**config.mk**
```make
export PLATFORM = sky130hd
export DESIGN_NAME = ctp_counter_source
export DESIGN_NICKNAME = d
export VERILOG_FILES = /design/src/rtl/ctp_pkg.sv /design/src/rtl/ctp_index_cnt.sv /design/src/rtl/ctp_frame_cnt.sv /design/src/rtl/ctp_lane_pack.sv /design/src/rtl/ctp_counter_source.sv
export SDC_FILE = /design/constraint.sdc
export NUM_CORES = 1
export LEC_CHECK = 0
export BUFFER_PORTS_ARGS = -buffer_cell sky130_fd_sc_hd__buf_2
export CAP_MARGIN = 40
export CORE_MARGIN = 2
export CORE_UTILIZATION = 49
export CTS_CLUSTER_SIZE = 25
export DETAILED_ROUTE_END_ITERATION = 8
export PLACE_DENSITY = 0.95
export SETUP_SLACK_MARGIN = 0.2
export SYNTH_ARGS = -nofsm -noshare
export SYNTH_HDL_FRONTEND = slang
export SYNTH_HIERARCHICAL = 1
export SYNTH_SLANG_ARGS = --single-unit
```
**constraint.sdc**
```tcl
create_clock -name clk -period 4.5 [get_ports clk]
set_input_delay 0.675 -clock clk [delete_from_list [all_inputs] [get_ports clk]]
set_output_delay 0.675 -clock clk [all_outputs]
set_load 0.005 [all_outputs]
```
**src/rtl/ctp_pkg.sv**
```systemverilog
package ctp_pkg;
  localparam int unsigned DEF_LANES     = 4;
  localparam int unsigned DEF_SAMPLE_W  = 16;
  localparam int unsigned DEF_FRAME_LEN = 512;

  // Width of a counter that must hold values 0..n-1 (at least one bit).
  function automatic int unsigned cnt_width(input int unsigned n);
    return (n <= 2) ? 1 : $clog2(n);
  endfunction
endpackage

```
**src/rtl/ctp_index_cnt.sv**
```systemverilog
module ctp_index_cnt #(
  parameter int unsigned LANES     = ctp_pkg::DEF_LANES,
  parameter int unsigned FRAME_LEN = ctp_pkg::DEF_FRAME_LEN,
  localparam int unsigned IDX_W    = ctp_pkg::cnt_width(FRAME_LEN)
) (
  input  logic             clk,
  input  logic             srst,
  input  logic             step,
  output logic [IDX_W-1:0] base,
  output logic             last
);
  localparam logic [IDX_W-1:0] LAST_BASE = IDX_W'(FRAME_LEN - LANES);
  localparam logic [IDX_W-1:0] STRIDE    = IDX_W'(LANES);

  assign last = (base == LAST_BASE);

  always_ff @(posedge clk) begin
    if (srst)      base <= '0;
    else if (step) base <= last ? '0 : base + STRIDE;
  end

  // base stays a lane-aligned index inside the frame
  p_base_align_r4: assert property (@(posedge clk) disable iff (srst)
    (32'(base) % LANES == 0) && (32'(base) < FRAME_LEN));

  // a reset edge clears the sample index
  p_reset_clear_r9: assert property (@(posedge clk)
    srst |=> (base == '0));
endmodule

```
**src/rtl/ctp_frame_cnt.sv**
```systemverilog
module ctp_frame_cnt #(
  parameter int unsigned FRAME_W = ctp_pkg::DEF_SAMPLE_W
) (
  input  logic               clk,
  input  logic               srst,
  input  logic               bump,
  output logic [FRAME_W-1:0] frame
);
  always_ff @(posedge clk) begin
    if (srst)      frame <= '0;
    else if (bump) frame <= frame + FRAME_W'(1);
  end

  // frame moves by exactly one, modulo 2^FRAME_W, on a frame end
  p_frame_step_r5: assert property (@(posedge clk) disable iff (srst)
    bump |=> (frame == FRAME_W'($past(frame) + FRAME_W'(1))));

  // otherwise the frame index is stable
  p_frame_hold_r5: assert property (@(posedge clk) disable iff (srst)
    !bump |=> $stable(frame));
endmodule

```
**src/rtl/ctp_lane_pack.sv**
```systemverilog
module ctp_lane_pack #(
  parameter int unsigned LANES    = ctp_pkg::DEF_LANES,
  parameter int unsigned SAMPLE_W = ctp_pkg::DEF_SAMPLE_W,
  parameter int unsigned IDX_W    = 9,
  localparam int unsigned LANE_W  = 2 * SAMPLE_W,
  localparam int unsigned WORD_W  = LANES * LANE_W
) (
  input  logic [IDX_W-1:0]    base,
  input  logic [SAMPLE_W-1:0] frame,
  output logic [WORD_W-1:0]   word
);
  for (genvar k = 0; k < LANES; k++) begin : g_lane
    logic [SAMPLE_W-1:0] re;
    assign re = SAMPLE_W'(base) + SAMPLE_W'(k);
    assign word[k*LANE_W +: SAMPLE_W]            = re;
    assign word[k*LANE_W + SAMPLE_W +: SAMPLE_W] = frame;
  end
endmodule

```
**src/rtl/ctp_counter_source.sv**
```systemverilog
module ctp_counter_source #(
  parameter int unsigned LANES     = ctp_pkg::DEF_LANES,
  parameter int unsigned SAMPLE_W  = ctp_pkg::DEF_SAMPLE_W,
  parameter int unsigned FRAME_LEN = ctp_pkg::DEF_FRAME_LEN,
  localparam int unsigned IDX_W    = ctp_pkg::cnt_width(FRAME_LEN),
  localparam int unsigned WORD_W   = LANES * 2 * SAMPLE_W
) (
  input  logic              clk,
  input  logic              src_srst,
  input  logic              src_en,
  input  logic              pat_ready,
  output logic              pat_valid,
  output logic [WORD_W-1:0] pat_data
);
  logic [IDX_W-1:0]    base;
  logic                last;
  logic [SAMPLE_W-1:0] frame;
  logic                take;

  assign pat_valid = src_en && !src_srst;
  assign take      = pat_valid && pat_ready;

  ctp_index_cnt #(.LANES(LANES), .FRAME_LEN(FRAME_LEN)) u_idx (
    .clk(clk), .srst(src_srst), .step(take), .base(base), .last(last)
  );

  ctp_frame_cnt #(.FRAME_W(SAMPLE_W)) u_frm (
    .clk(clk), .srst(src_srst), .bump(take && last), .frame(frame)
  );

  ctp_lane_pack #(.LANES(LANES), .SAMPLE_W(SAMPLE_W), .IDX_W(IDX_W)) u_pack (
    .base(base), .frame(frame), .word(pat_data)
  );

  // a stalled word is held for the consumer
  p_stall_hold_r7: assert property (@(posedge clk) disable iff (src_srst)
    (pat_valid && !pat_ready) |=> $stable(pat_data));

  // a disabled source does not move the pattern
  p_idle_hold_r8: assert property (@(posedge clk) disable iff (src_srst)
    !src_en |=> $stable(pat_data));
endmodule

```
; ---- Word level (Yosys, flattened, before mapping)
; Index checks and enable logic that the tools add are counted.
[classes]
mux = 1
add_sub_neg = 5
n_eq_ne = 1
reduce_logical = 4
[op_table]
columns = cell, count
row1 = "9-bit by 2-bit adder with 10-bit output, second input constant", 2
row2 = "16-bit by 1-bit adder with 16-bit output, second input constant", 1
row3 = "9-bit by 1-bit adder with 10-bit output, second input constant", 1
row4 = "9-bit by 3-bit adder with 9-bit output, second input constant", 1
row5 = "9-bit == test, second input constant", 1
row6 = 9-bit 2-to-1 mux, 1
row7 = 1-bit logical AND, 3
row8 = 1-bit zero test, 1
[word_totals]
input_bits = 4
register_bits = 25
word_cells = 13

; ---- Logic depth before layout (Yosys ltp)
[depth]
ltp_word = 4
mapped_depth = 8
mapped_depth_nobuf = 8

; ---- Hierarchy
; The synthesis kept the hierarchy.
[by_module_without_submodules]
columns = mod, area_per_inst_um2, n_inst, seq_area_each_um2, cells_per_inst
row1 = ctp_lane_pack, 1189.9, 1, 0.0, 163
row2 = ctp_frame_cnt, 757.0, 1, 320.3, 83
row3 = ctp_index_cnt, 404.1, 1, 140.1, 47
row4 = ctp_counter_source, 28.8, 1, 0.0, 3

; ---- Worst setup path after synthesis
; OpenSTA, ideal clock, no wires.
[synth_path]
path_kind = reg2reg
start = register u_idx.base[2]
end = register u_frm.frame[13]
period_less_slack_ns = 2.223
path_buffers = 0
stages_incl_launch_ff = 9
t_arrival_ns = 2.152
required_ns = 4.430
setup_ns = 0.070
setup_slack_ns = 2.277
path_cell_list = dfxtp_1 -> ha_1 -> nand2_1 -> nor2_1 -> and4b_1 -> nand4_4 -> nor4_4 -> or3b_1 -> a21oi_1
[synth_via]
elab_chain_len = 2
[synth_lines]
columns = item, line
row1 = from (decl), ctp_index_cnt.sv:9  ; output logic [IDX_W-1:0] base,
row2 = from (signal assigned), ctp_index_cnt.sv:19  ; else if (step) base <= last ? '0 : base + STRIDE;
row3 = 9-bit == test, ctp_index_cnt.sv:15  ; assign last = (base == LAST_BASE);
row4 = net last, ctp_counter_source.sv:16  ; logic last;
row5 = 1-bit logical AND, ctp_counter_source.sv:28  ; .clk(clk), .srst(src_srst), .bump(take && last), .frame(frame)
row6 = to (signal assigned), ctp_frame_cnt.sv:11  ; else if (bump) frame <= frame + FRAME_W'(1);
row7 = to (decl), ctp_frame_cnt.sv:7  ; output logic [FRAME_W-1:0] frame
; The timed path passes the listed nets, and every way through them passes these cells.
; A chain may end at the register's enable or synchronous reset.

; ---- Worst setup path after layout
[layout_path]
start = register u_idx.base[3]
end = register u_frm.frame[13]
; Same word-level chain as after synthesis.

==> flow_metrics.tcl <==
set metrics [dict create \
    outcome "complete, no violations" \
    wire_per_inst_um 12.0 \
    vias 1811 \
    worst_ep_arrival_time_ps 2990 \
    grt_pass1_wl_um 6290 \
    finalCritPeriodShare 0.619 \
    r2r_cells 8 \
    drtIter0Drc 182 \
    wirelength_um 4380 \
    final_cell_mix "buf_2, nor2_1, conb_1, dfxtp_1, nand2_1" \
    clock_skew_ps 4.90 \
    overflow 0 \
    synthesis.area_mm2 0.00238 \
    layout.nets 322 \
    p_per_area_mw_per_mm2 169 \
    timing.rr.start "u_idx/base[3]$_SDFFE_PP0P_" \
    cts.sinks 23 \
    synthFlopType "dfxtp_1" \
    netlist_instances 296 \
    r2r_end "u_frm/frame[13]$_SDFFE_PP0P_" \
    post_cts_buffers 0 \
    hold_class "reg -> reg" \
    path_clk_slew_ps 90 \
    n_fill_cell 427 \
    r2r_setup_slack_ps 1710 \
    power.leakage_nw 1.22 \
    cts_tree "done" \
    yosysWarnings 6 \
    drc 0 \
    multiInputGateArea_mm2 0.00115 \
    numPortBuffers 96 \
    finalPower_w 0.000379 \
    h-tree-depth 1 \
    core_area_mm2 0.00469 \
    ios 133 \
    grt_max_degree 30 \
    cts-root-buf "clkbuf_8" \
    drive_gt1_frac 0.384 \
    layout.area.seq_um2 460 \
    vias_per_cell 4.98 \
    cp_data_required_time_ps 4710 \
    setup-tns-final_ps 0 \
    diodes 0 \
    area_delta_synth_final_pct -5.63 \
    globalplace.congestion 0.900 \
    cts_made_buffers 3 \
    min_period_ps 2790 \
    max_freq_mhz 359 \
    crit_path_end "u_frm/frame[13]$_SDFFE_PP0P_" \
    cap_violations 0 \
    synthArstFlopShare 0 \
    ant_nets 0 \
    path_class "reg -> reg" \
    ir_drop_v 0.000102 \
    maxSlewViolCount 0 \
    worst_pin_slew_ps 645 \
    dr.pass1.iters 4 \
    layout_commonest_cell "buf_2" \
    hold_viol_final 0 \
    die_area_mm2 0.00543 \
    ys_ff_latch 23 \
    synth_cell_type_count 47 \
    rows 25 \
    crit_path_end_kind "register" \
    ctsResizeCount 0 \
    critPathMaxFanout 17 \
    yosysSeqAreaShare 0.193 \
    track_usage 0.142 \
    die_h_um 73.7 \
    clock_latency_ps 270 \
    cts-hold-fix-buffers 0 \
    ctsLongestPathBuffers 2 \
    grt_pass1_vias 1433 \
    startpoint_type "register" \
    synth.avg_cell_area_um2 8.04 \
    die_w_um 73.7 \
    synth_edf_count 0 \
    rsz0062_at_grt "no" \
    hpwlAfterDp_um 3380 \
    setup-violations-final 0 \
    initial_core_util 0.507 \
    startpoint "u_idx/base[3]$_SDFFE_PP0P_" \
    grt_antenna_before_repair 0 \
    max_slew_margin 0.569 \
]
==> critical path: stages (launching register included) <==
cell and delay (ps):
dfxtp_1 710, ha_1 280, nand2_1 170, nor2_1 130, and4b_1 370, nand4_4 220
nor4_4 340, or3b_1 380, a21oi_1 140
==> routing by layer <==
| metal | part of all wire | vias up | GRT usage |
|---|---|---|---|
| li1 | - | 878 | - |
| met1 | 0.41 | 838 | 0.175 |
| met2 | 0.50 | 87 | 0.244 |
| met3 | 0.082 | 8 | 0.0343 |
| met4 | 0.0073 | 0 | 0.0444 |
| met5 | 0 | - | 0 |
==> synthesized netlist by cell type, drive strengths merged (2+ instances only) <==
master,number,area share
ha,7,0.037
or3,2,0.0058
conb,2,0.0032
nor4,4,0.017
a31oi,2,0.0053
inv,9,0.014
nor2,27,0.043
nand3,10,0.023
mux2,3,0.014
clkbuf,3,0.0047
buf,108,0.34
xnor2,17,0.063
nor2b,2,0.0053
nand2,18,0.028
dfxtp,23,0.19
xor2,13,0.048
or4,2,0.0063
a21oi,9,0.019
nand2b,2,0.0053
o21ai,3,0.0063
nor3,4,0.011
o211ai,3,0.0095
nand4,8,0.039
and4,2,0.0089
==> area by class of cell <==
type,count,share of cell area
multi-input combinational,178,0.514
timing repair buffer,96,0.214
sequential,23,0.205
tap,54,0.0301
clock buffer,3,0.0184
inverter,9,0.0150
clock inverter,1,0.00334
==> state kept, by name (all words and copies together) (netlist names) <==
name,cells
u_frm/frame,16
u_idx/base,7
==> power breakdown <==
group	internal, W	switching, W	total [W]	leakage [nW]
Clock	0.0000628	0.0000704	0.000133	0.0217
Combinational	0.0000131	0.0000232	0.0000364	1.01
Sequential	0.000204	0.00000533	0.000210	0.185
Total	0.000280	0.0000989	0.000379	1.22
==> metrics by stage <==
step	utilization	worst slack [ps]	hold WS, ps	area (µm²)	instances
4_1_cts	0.479	1740	544	2250	364
3_3_place_gp	0.468	1930	527	2200	360
3_5_place_dp	0.468	1760	528	2200	360
6_report	0.479	1710	551	2250	364
2_1_floorplan	-	2280	498	2470	321
5_1_grt	0.479	1490	570	2250	364
==> how the worst min path moves through the flow <==
| stage | from | to | slack (ps) | cells past startpoint |
|---|---|---|---|---|
| after CTS | u_frm/frame[13]$_SDFFE_PP0P_ | u_frm/frame[13]$_SDFFE_PP0P_ | 540 | 2 |
| after floorplan | u_frm/frame[13]$_SDFFE_PP0P_ | u_frm/frame[13]$_SDFFE_PP0P_ | 500 | 2 |
| after global placement | u_frm/frame[13]$_SDFFE_PP0P_ | u_frm/frame[13]$_SDFFE_PP0P_ | 530 | 2 |
| after global routing | u_frm/frame[13]$_SDFFE_PP0P_ | u_frm/frame[13]$_SDFFE_PP0P_ | 570 | 2 |
| after detailed placement | u_frm/frame[13]$_SDFFE_PP0P_ | u_frm/frame[13]$_SDFFE_PP0P_ | 530 | 2 |
| final | u_frm/frame[13]$_SDFFE_PP0P_ | u_frm/frame[13]$_SDFFE_PP0P_ | 550 | 2 |
==> kinds of logic after synthesis <==
logic type,share of synthesized area
buffers and inverters,0.361
XOR/XNOR,0.110
AO/OA/AOI/OAI,0.0578
multiplexers,0.0184
other,0.00316
flip-flops,0.193
AND/OR/NAND/NOR,0.219
adder cells (fa/ha/maj),0.0368
(Power assumes the default switching activity.)
